<file path="config.mk">
export PLATFORM = sky130hd
export DESIGN_NAME = key_change_reporter
export DESIGN_NICKNAME = d
export VERILOG_FILES = /design/src/rtl/kcr_pkg.sv /design/src/rtl/kcr_decode.sv /design/src/rtl/kcr_set_diff.sv /design/src/rtl/key_change_reporter.sv
export SDC_FILE = /design/constraint.sdc
export NUM_CORES = 1
export LEC_CHECK = 0
export BUFFER_PORTS_ARGS = -buffer_cell sky130_fd_sc_hd__buf_2
export CORE_UTILIZATION = 40
export CTS_CLUSTER_DIAMETER = 120
export DETAILED_ROUTE_END_ITERATION = 8
export PLACE_DENSITY_LB_ADDON = 0.25
export SETUP_SLACK_MARGIN = 0.15
export SYNTH_ARGS = -nofsm -noshare
export SYNTH_HDL_FRONTEND = slang
export SYNTH_HIERARCHICAL = 1
export SYNTH_SLANG_ARGS = --single-unit
</file>
<file path="constraint.sdc">
create_clock -name clk -period 8.4 [get_ports clk]
set_clock_uncertainty 0.05 [all_clocks]
set_input_delay 1.26 -clock clk [delete_from_list [all_inputs] [get_ports clk]]
set_output_delay 1.26 -clock clk [all_outputs]
set_load 0.02 [all_outputs]
</file>
<file path="src/rtl/kcr_pkg.sv">
package kcr_pkg;
  typedef enum logic [1:0] {
    ST_IDLE,
    ST_REL,
    ST_PRS,
    ST_END
  } kcr_state_e;

  localparam logic KIND_RELEASE = 1'b0;
  localparam logic KIND_PRESS   = 1'b1;
endpackage

</file>
<file path="src/rtl/kcr_decode.sv">
module kcr_decode #(
  parameter int SLOTS = 8,
  parameter int ROW_W = 4,
  parameter int COL_W = 3,
  localparam int RAW_W   = ROW_W + COL_W,
  localparam int ENTRY_W = RAW_W + 1,
  localparam int SC_W    = RAW_W + 1
) (
  input  logic [SLOTS*ENTRY_W-1:0] entries,
  input  logic                     fn_layer_en,
  input  logic                     ghost_en,
  input  logic [RAW_W-1:0]         fn_code,
  output logic [SLOTS-1:0]         key_vld,
  output logic [SC_W-1:0]          key_code [SLOTS],
  output logic                     ghost
);
  localparam int CNT_W = $clog2(SLOTS + 1);

  logic [RAW_W-1:0] raw [SLOTS];
  logic [SLOTS-1:0] pressed;
  logic [SLOTS-1:0] is_fn;
  logic             fn_hit;

  for (genvar k = 0; k < SLOTS; k++) begin : g_slot
    assign raw[k]     = entries[k*ENTRY_W +: RAW_W];
    assign pressed[k] = entries[k*ENTRY_W + RAW_W];
    assign is_fn[k]   = pressed[k] && fn_layer_en && (raw[k] == fn_code);
    assign key_vld[k] = pressed[k] && !is_fn[k];
    assign key_code[k] = {fn_hit, raw[k]};
  end

  assign fn_hit = |is_fn;

  logic             row_pair;
  logic             col_pair;
  logic [CNT_W-1:0] n_keys;

  always_comb begin
    row_pair = 1'b0;
    col_pair = 1'b0;
    n_keys   = '0;
    for (int i = 0; i < SLOTS; i++) begin
      n_keys = n_keys + CNT_W'(key_vld[i]);
      for (int j = i + 1; j < SLOTS; j++) begin
        if (key_vld[i] && key_vld[j]) begin
          if (raw[i][RAW_W-1:COL_W] == raw[j][RAW_W-1:COL_W]) row_pair = 1'b1;
          if (raw[i][COL_W-1:0] == raw[j][COL_W-1:0]) col_pair = 1'b1;
        end
      end
    end
  end

  assign ghost = ghost_en && (n_keys >= CNT_W'(3)) && row_pair && col_pair;
endmodule

</file>
<file path="src/rtl/kcr_set_diff.sv">
module kcr_set_diff #(
  parameter int SLOTS = 8,
  parameter int SC_W  = 8
) (
  input  logic [SLOTS-1:0] old_vld,
  input  logic [SC_W-1:0]  old_code [SLOTS],
  input  logic [SLOTS-1:0] new_vld,
  input  logic [SC_W-1:0]  new_code [SLOTS],
  output logic [SLOTS-1:0] gone
);
  for (genvar j = 0; j < SLOTS; j++) begin : g_old
    logic still_there;
    always_comb begin
      still_there = 1'b0;
      for (int k = 0; k < SLOTS; k++) begin
        if (new_vld[k] && (new_code[k] == old_code[j])) still_there = 1'b1;
      end
    end
    assign gone[j] = old_vld[j] && !still_there;
  end
endmodule

</file>
<file path="src/rtl/key_change_reporter.sv">
module key_change_reporter #(
  parameter int SLOTS = 8,
  parameter int ROW_W = 4,
  parameter int COL_W = 3,
  localparam int RAW_W   = ROW_W + COL_W,
  localparam int ENTRY_W = RAW_W + 1,
  localparam int SC_W    = RAW_W + 1
) (
  input  logic                     clk,
  input  logic                     rst,
  input  logic                     snap_valid,
  output logic                     snap_ready,
  input  logic [SLOTS*ENTRY_W-1:0] snap_entries,
  input  logic                     fn_layer_en,
  input  logic                     ghost_en,
  input  logic [RAW_W-1:0]         fn_code,
  output logic                     ev_valid,
  input  logic                     ev_ready,
  output logic                     ev_press,
  output logic [SC_W-1:0]          ev_code,
  output logic                     ev_sync
);
  import kcr_pkg::*;

  localparam int IDX_W = (SLOTS > 1) ? $clog2(SLOTS) : 1;
  localparam logic [IDX_W-1:0] IDX_LAST = IDX_W'(SLOTS - 1);

  logic [SLOTS-1:0] dec_vld;
  logic [SC_W-1:0]  dec_code [SLOTS];
  logic             dec_ghost;

  kcr_decode #(.SLOTS(SLOTS), .ROW_W(ROW_W), .COL_W(COL_W)) u_decode (
    .entries     (snap_entries),
    .fn_layer_en (fn_layer_en),
    .ghost_en    (ghost_en),
    .fn_code     (fn_code),
    .key_vld     (dec_vld),
    .key_code    (dec_code),
    .ghost       (dec_ghost)
  );

  kcr_state_e       state;
  logic [IDX_W-1:0] idx;
  logic [SLOTS-1:0] cand_vld;
  logic [SC_W-1:0]  cand_code [SLOTS];
  logic [SLOTS-1:0] held_vld;
  logic [SC_W-1:0]  held_code [SLOTS];
  logic [SLOTS-1:0] gone;

  kcr_set_diff #(.SLOTS(SLOTS), .SC_W(SC_W)) u_diff (
    .old_vld  (held_vld),
    .old_code (held_code),
    .new_vld  (cand_vld),
    .new_code (cand_code),
    .gone     (gone)
  );

  logic step;
  logic at_last;
  assign step    = !ev_valid || ev_ready;
  assign at_last = (idx == IDX_LAST);

  always_ff @(posedge clk) begin
    if (rst) begin
      state      <= ST_IDLE;
      idx        <= '0;
      cand_vld   <= '0;
      held_vld   <= '0;
      snap_ready <= 1'b1;
      ev_valid   <= 1'b0;
      ev_press   <= KIND_RELEASE;
      ev_code    <= '0;
      ev_sync    <= 1'b0;
      for (int k = 0; k < SLOTS; k++) begin
        cand_code[k] <= '0;
        held_code[k] <= '0;
      end
    end else begin
      ev_sync <= 1'b0;
      unique case (state)
        ST_IDLE: begin
          if (snap_valid && !dec_ghost) begin
            cand_vld   <= dec_vld;
            cand_code  <= dec_code;
            idx        <= '0;
            snap_ready <= 1'b0;
            state      <= ST_REL;
          end
        end
        ST_REL: begin
          if (step) begin
            ev_valid <= gone[idx];
            ev_press <= KIND_RELEASE;
            ev_code  <= held_code[idx];
            if (at_last) begin
              idx   <= '0;
              state <= ST_PRS;
            end else begin
              idx <= idx + 1'b1;
            end
          end
        end
        ST_PRS: begin
          if (step) begin
            ev_valid <= cand_vld[idx];
            ev_press <= KIND_PRESS;
            ev_code  <= cand_code[idx];
            if (at_last) begin
              state <= ST_END;
            end else begin
              idx <= idx + 1'b1;
            end
          end
        end
        ST_END: begin
          if (step) begin
            ev_valid   <= 1'b0;
            ev_sync    <= 1'b1;
            held_vld   <= cand_vld;
            held_code  <= cand_code;
            snap_ready <= 1'b1;
            state      <= ST_IDLE;
          end
        end
        default: state <= ST_IDLE;
      endcase
    end
  end
endmodule

</file>
* Word level (Yosys, flattened, before mapping)
Index checks and enable logic that the tools add are counted.
** Storage, ports and cells
- Bits in registers :: 161
- Input port bits :: 77
- Output and inout bits :: 12
- Logic and storage cells :: 549
** Operators by class
- Add/subtract/negate cells :: 8
- Magnitude comparators :: 3
- Equality and inequality tests :: 139
- Muxes and demuxes :: 211
- Bitwise operators :: 2
- Reduce and logical (&&, ||, !) cells :: 161
** Operators by type and width (number)
- == test 8 bit :: 64
- 2-to-1 mux 1 bit :: 184
- logical AND 1 bit :: 128
- == test 4 bit :: 28
- == test 3 bit :: 28
- == test 7 bit :: 8
- binary-select mux 8 bit (select 3 bit) :: 2
- 2-to-1 mux 8 bit :: 6
- adder 4 x 1 -> 4 bit :: 6
- logical NOT 1 bit :: 18
- case mux 8 bit (2 select lines) :: 1
- 2-to-1 mux 3 bit :: 5
- != test 2 bit (second input constant) :: 7
- 2-to-1 mux 2 bit :: 6
- case mux 3 bit (3 select lines) :: 1
- case mux 2 bit (4 select lines) :: 1
- OR reduction 8 bit :: 1
- binary-select mux 1 bit (select 3 bit) :: 2
- AND reduction 3 bit :: 2
- AND reduction 6 bit :: 1
- nonzero test 3 bit :: 2
- AND reduction 5 bit :: 1
- == test 2 bit (second input constant) :: 2
- >= comparator 4 x 2 -> 1 bit (second input constant) :: 1
- other kinds (16) :: 19

* Logic depth before layout (Yosys ltp)
- Word-level depth :: 66
- Gate-level depth with buffers :: 23
- Mapped depth without buffers :: 20

* By module
Netlist, hierarchy kept.
** By module, submodules not included
- key_change_reporter :: times used 1, cells an instance 805, area each 6880.3 um^2, seq. area each 3223.1 um^2
- kcr_set_diff :: times used 1, cells an instance 870, area each 6846.6 um^2, seq. area each 0.0 um^2
- kcr_decode :: times used 1, cells an instance 548, area each 4196.5 um^2, seq. area each 0.0 um^2

* Worst setup path before layout
Ideal clock, no wire load.
- Kind :: input -> register
- From :: in snap_entries[14]
- To :: reg cand_vld[3]
- Library setup time :: 0.070 ns
- Arrival :: 5.926 ns
- Required time :: 8.280 ns
- Path slack :: 2.354 ns
- Cell stages on the path :: 23
- Path buffers :: 3
- Cell sequence :: buf_2 xor2_1 or4_4 o21ai_4 inv_1 fa_1 inv_1 fa_1 fa_1 inv_1 ha_1 inv_1 fa_1 nor2_1 a31oi_1 o21ai_0 a211oi_1 nor2b_1 and2_1 buf_2 clkbuf_1 nand2_1 a21oi_1
** Between the ends
- Longest elaborated chain between the ends :: 65
- Elaborated cells on any way between the ends :: 143
- Classes of those cells :: add/sub: 7; order compare: 1; eq/ne: 8; mux: 111; reduce/logical: 16
** Ends and longest elaborated chain
- from (decl) :: line key_change_reporter.sv:13 : input logic [SLOTS*ENTRY_W-1:0] snap_entries,
- == test 7 bit * :: line kcr_decode.sv:27 : assign is_fn[k] = pressed[k] && fn_layer_en && (raw[k] == fn_code);
- logical AND 1 bit * :: line kcr_decode.sv:27
- logical NOT 1 bit * :: line kcr_decode.sv:28 : assign key_vld[k] = pressed[k] && !is_fn[k];
- logical AND 1 bit * :: line kcr_decode.sv:28
- net dec_vld[1] :: line key_change_reporter.sv:28 : logic [SLOTS-1:0] dec_vld;
- logical AND 1 bit :: line kcr_decode.sv:45 : if (key_vld[i] && key_vld[j]) begin
- 2-to-1 mux 1 bit :: line kcr_decode.sv:45
- 2-to-1 mux 1 bit :: line kcr_decode.sv:46 : if (raw[i][RAW_W-1:COL_W] == raw[j][RAW_W-1:COL_W]) row_pair = 1'b1;
- [51 not listed]
- 2-to-1 mux 1 bit :: line kcr_decode.sv:46
- 2-to-1 mux 1 bit :: line kcr_decode.sv:45
- logical AND 1 bit :: line kcr_decode.sv:53 : assign ghost = ghost_en && (n_keys >= CNT_W'(3)) && row_pair && col_pair;
- logical AND 1 bit * :: line kcr_decode.sv:53
- net dec_ghost :: line key_change_reporter.sv:30 : logic dec_ghost;
- logical NOT 1 bit * :: line key_change_reporter.sv:82 : if (snap_valid && !dec_ghost) begin
- logical AND 1 bit * :: line key_change_reporter.sv:82
- AND reduction 2 bit (no line) *
- to (signal assigned) :: line key_change_reporter.sv:83 : cand_vld <= dec_vld;
- to (decl) :: line key_change_reporter.sv:44 : logic [SLOTS-1:0] cand_vld;
Mark *: on every way through the listed nets, which the timed path passes. The rest lies on a longest branch.
A chain may end at the register's enable or synchronous reset.

* Worst setup path in the final report
- From :: in snap_entries[11]
- To :: reg cand_code[17] (netlist name)
** Between the ends
- Longest elaborated chain between the ends :: 65
- Elaborated cells on any way between the ends :: 143
- Classes of those cells :: add/sub: 7; order compare: 1; eq/ne: 8; mux: 111; reduce/logical: 16
** Ends and longest elaborated chain
- == test 7 bit * :: line kcr_decode.sv:27
- logical AND 1 bit * :: line kcr_decode.sv:27
- logical NOT 1 bit * :: line kcr_decode.sv:28
- logical AND 1 bit * :: line kcr_decode.sv:28
- net dec_vld[1] :: line key_change_reporter.sv:28
- logical AND 1 bit :: line kcr_decode.sv:45
- 2-to-1 mux 1 bit :: line kcr_decode.sv:45
- 2-to-1 mux 1 bit :: line kcr_decode.sv:46
- [51 not listed]
- 2-to-1 mux 1 bit :: line kcr_decode.sv:46
- 2-to-1 mux 1 bit :: line kcr_decode.sv:45
- logical AND 1 bit :: line kcr_decode.sv:53
- logical AND 1 bit * :: line kcr_decode.sv:53
- net dec_ghost :: line key_change_reporter.sv:30
- logical NOT 1 bit * :: line key_change_reporter.sv:82
- logical AND 1 bit * :: line key_change_reporter.sv:82
- AND reduction 2 bit (no line) *
- to (signal assigned) :: line key_change_reporter.sv:84 : cand_code <= dec_code;
- to (decl) :: line key_change_reporter.sv:45 : logic [SC_W-1:0] cand_code [SLOTS];
Marked as above.

==> flow_summary.rst <==
.. list-table::
   :header-rows: 1

   * - Metric
     - Value
   * - Post-synthesis sequential element count
     - 161
   * - Standard-cell rows
     - between 70 and 80
   * - Vias/cell
     - 6.07
   * - Overflow left after global routing
     - 0
   * - Area of combinational cells with multiple inputs
     - between 10000 and 15000 µm²
   * - Syn Std Cell Area
     - 17900 µm²
   * - Post-synth top area share
     - between 20% and 30%
   * - Number of placed I/O pins
     - 89
   * - Count of buffers added by post-CTS timing repair for setup
     - 0
   * - Synthesized instance count
     - ~2200
   * - Worst-margin pin slew
     - about 1.1 ns
   * - Predominant post-synthesis flop cell
     - sky130_fd_sc_hd__dfxtp_1
   * - Detail Placement HPWL
     - 45900 µm
   * - WP data arrival
     - roughly 6.7 ns
   * - Total design power
     - between 3 and 4 mW
   * - Crit path max-delay cell type
     - sky130_fd_sc_hd__or4_4
   * - Number of antenna violations at the first check in global routing
     - 1
   * - Number of buffers inserted during clock tree synthesis
     - 17
   * - Clock tree from TritonCTS
     - built
   * - Syn avg cell area
     - between 8 and 9 µm²
   * - Final core utilization
     - 40.5%
   * - All-Layer GR Usage
     - between 30% and 40%
   * - Data required time of the critical path
     - 8.73 ns
   * - Delay-heaviest family, CP
     - adder cells
   * - Path category of the worst min-delay check
     - reg -> reg
   * - Number of global-route vias before repair
     - roughly 15000
   * - Setup TNS
     - 0 ns
   * - Yosys Warn Count
     - 6
   * - First drt pass iteration count
     - 6
   * - Post-synthesis cell type count
     - 64
   * - Pin count of the biggest net entering global routing
     - slightly below 100
   * - Worst slew margin relative to its limit
     - around 27%
   * - Critical Path Source Type
     - input pin
   * - Most common library cells after synthesis
     - sky130_fd_sc_hd__xor2_1, sky130_fd_sc_hd__nand2_1, sky130_fd_sc_hd__xnor2_1
   * - Number of filler cells placed in the layout
     - about 4500
   * - Starting density of the core
     - slightly above 40%
   * - Async set or reset register ratio after synthesis
     - 0%
   * - Antenna cell count
     - 0
   * - Period utilisation layout
     - roughly three quarters
   * - Number of enable flip-flop cells after synthesis
     - 0
   * - Peak ir drop on the vdd network
     - roughly 0.12 mV
   * - Root buffer cell
     - sky130_fd_sc_hd__clkbuf_16
   * - Die W
     - about 210 µm
   * - Final setup viols
     - 0
   * - Startpoint-to-endpoint class of the critical path
     - in -> reg
   * - Area of the die
     - ~46000 µm²
   * - Aggregate routed wire length
     - 71600 µm
   * - Net Count, Synth
     - around 2300
   * - Worst-skew pair later-pin latency
     - roughly 0.47 ns
   * - Final RePlAce weighted congestion
     - a little over 1
   * - Run status
     - finished clean
   * - Maximum root-to-sink buffer count
     - 2
   * - Max Fanout on Critical Path
     - 72
   * - Area Growth Syn to Fin
     - -0.140%
   * - RSZ-0062 raised after global routing
     - no
   * - Number of buffers inserted by port buffering
     - between 80 and 90
   * - Sequential element share of the synthesized area
     - ~18%
   * - Library cell with the highest instance count after synthesis
     - sky130_fd_sc_hd__xor2_1
   * - Max-slew violation count
     - 0
   * - Power per Cell Area
     - around 200 nW/µm²
   * - Leak Pwr
     - ~8 nW
   * - Place WS
     - ~1.5 ns
   * - CTS Sinks
     - roughly 160
   * - Shortest clock period the worst path allows after layout
     - 6.40 ns
   * - Critical path's largest stage delay
     - approximately 0.57 ns
   * - Resize count post-CTS
     - 0
   * - Initial DRC Count
     - ~2200
   * - Worst setup EP type
     - flip-flop
   * - Maximum Capacitance Violations
     - 0
   * - Timing-limited maximum frequency
     - between 0.15 and 0.2 GHz
   * - Flip-flop and latch area
     - approximately 3200 µm²
   * - Setup ws final
     - about 2.0 ns
   * - Final routed wire length divided by cell count
     - about 27 µm
   * - Core footprint
     - about 44000 µm²
   * - Number of nets with antenna violations after routing
     - 0
   * - Via count
     - ~16000
   * - Count of unresolved DRC violations after routing
     - 0
   * - Most area-consuming cells after synthesis
     - sky130_fd_sc_hd__xor2_1, sky130_fd_sc_hd__dfxtp_1, sky130_fd_sc_hd__xnor2_1
   * - Global-route wire length before repair
     - approximately 100000 µm
   * - Clock transition at the registers of the reported paths
     - about 0.08 ns
   * - Net count reported at finish
     - approximately 2100
   * - Count of hold-fix buffers inserted at cts
     - 0
   * - Proportion of layout cells with a drive suffix above 1
     - a little over a tenth
   * - Die Ht
     - 214 µm
   * - Cell breakdown of the critical path
     - buf_2 -> xor2_1 -> or4_4 -> o21ai_4 -> inv_1 -> fa_1 -> inv_1 -> fa_1 -> fa_1 -> inv_1 -> ha_1 -> inv_1 -> fa_1 -> nor2_1 -> a31oi_1 -> o21ai_0 -> a211oi_1 -> nor2b_1 -> and2_2 -> buf_4 -> nand2_1 -> a21oi_1
   * - Cell type contributing the most total cell area after synthesis
     - sky130_fd_sc_hd__xor2_1
   * - Final hold violations
     - 0
   * - Number of H-tree levels
     - 4
   * - Worst Path Buf+Inv
     - 6
path summary, 6_finish.rpt:
| kind | from | endpoint | slack, ns | depth (start not counted) |
|---|---|---|---|---|
| min | cand_code[42] | cand_code[42] | 0.41 | 2 |
| min reg2reg | cand_code[42] | cand_code[42] | 0.41 | 2 |
| max | snap_entries[11] | cand_code[17] | 2.00 | 22 |
| max reg2reg | cand_code[12] | ev_valid | 5.08 | 9 |
routing by layer:
| metal | track usage (%) | up-vias | routed length [µm] |
|---|---|---|---|
| met1 | 40.6 | 7803 | 28800 |
| met3 | 6.41 | 245 | 7410 |
| met4 | 17.1 | 0 | 4000 |
| met5 | 0 | - | 0 |
| li1 | - | 6951 | - |
| met2 | 47.8 | 1090 | 31300 |
worst register-to-register path, delay by kind of cell, from the launching register on:
family          cells  cell delay, ns
mux                 1            0.66
simple gates        4            0.79
xor+xnor            1            0.15
flops               1            0.92
compound gates      3            0.59
stage by stage:
step,std cells,hold WS (ns),area [µm²]
2_1_floorplan,2223,0.391,17900
3_3_place_gp,2620,0.394,17300
3_5_place_dp,2620,0.397,17300
4_1_cts,2652,0.408,17900
5_1_grt,2652,0.426,17900
6_report,2652,0.408,17900
registers in the layout, summed over array words and instances, names as in the netlist:
signal      flops
cand_vld        8
state           2
idx             3
held_code      64
cand_code      64
held_vld        8
ev_sync         1
ev_code         8
snap_ready      1
ev_valid        1
ev_press        1
final cells by class:
| cell class | instances | share of cell area (%) |
|---|---|---|
| timing repair buffer | 130 | 4.24 |
| tap | 592 | 4.14 |
| sequential | 161 | 18.0 |
| clock inverter | 15 | 1.10 |
| clock buffer | 17 | 2.38 |
| multi-input combinational | 1716 | 69.7 |
| inverter | 21 | 0.440 |
report_power, final:
group          internal, mW  switching [mW]  total, mW  leakage (nW)
clock                 0.412           0.431      0.843         0.302
sequential            0.842           0.316       1.16          1.31
combinational         0.626           0.946       1.57          6.30
cells by family after synthesis:
group	share of synthesized area [%]
AOI/OAI and AO/OA	9.03
xor gates and xnor gates	37.3
adders and majority gates	1.28
and+or+nand+nor	17.0
buffers and inverters	12.5
DFF	18.0
muxes	4.96
cell usage in the layout (no fill, tap or decap), drive strengths merged, types with 29 or more instances in the layout:
cell and instances:
buf 130, xnor2 267, xor2 497, nand4 79, mux4 29, inv 30, nor3 53, a21oi 161
nand2 326, nor4 96, dfxtp 161, nand3 41
Note: power is estimated with default switching activity, not from simulation.
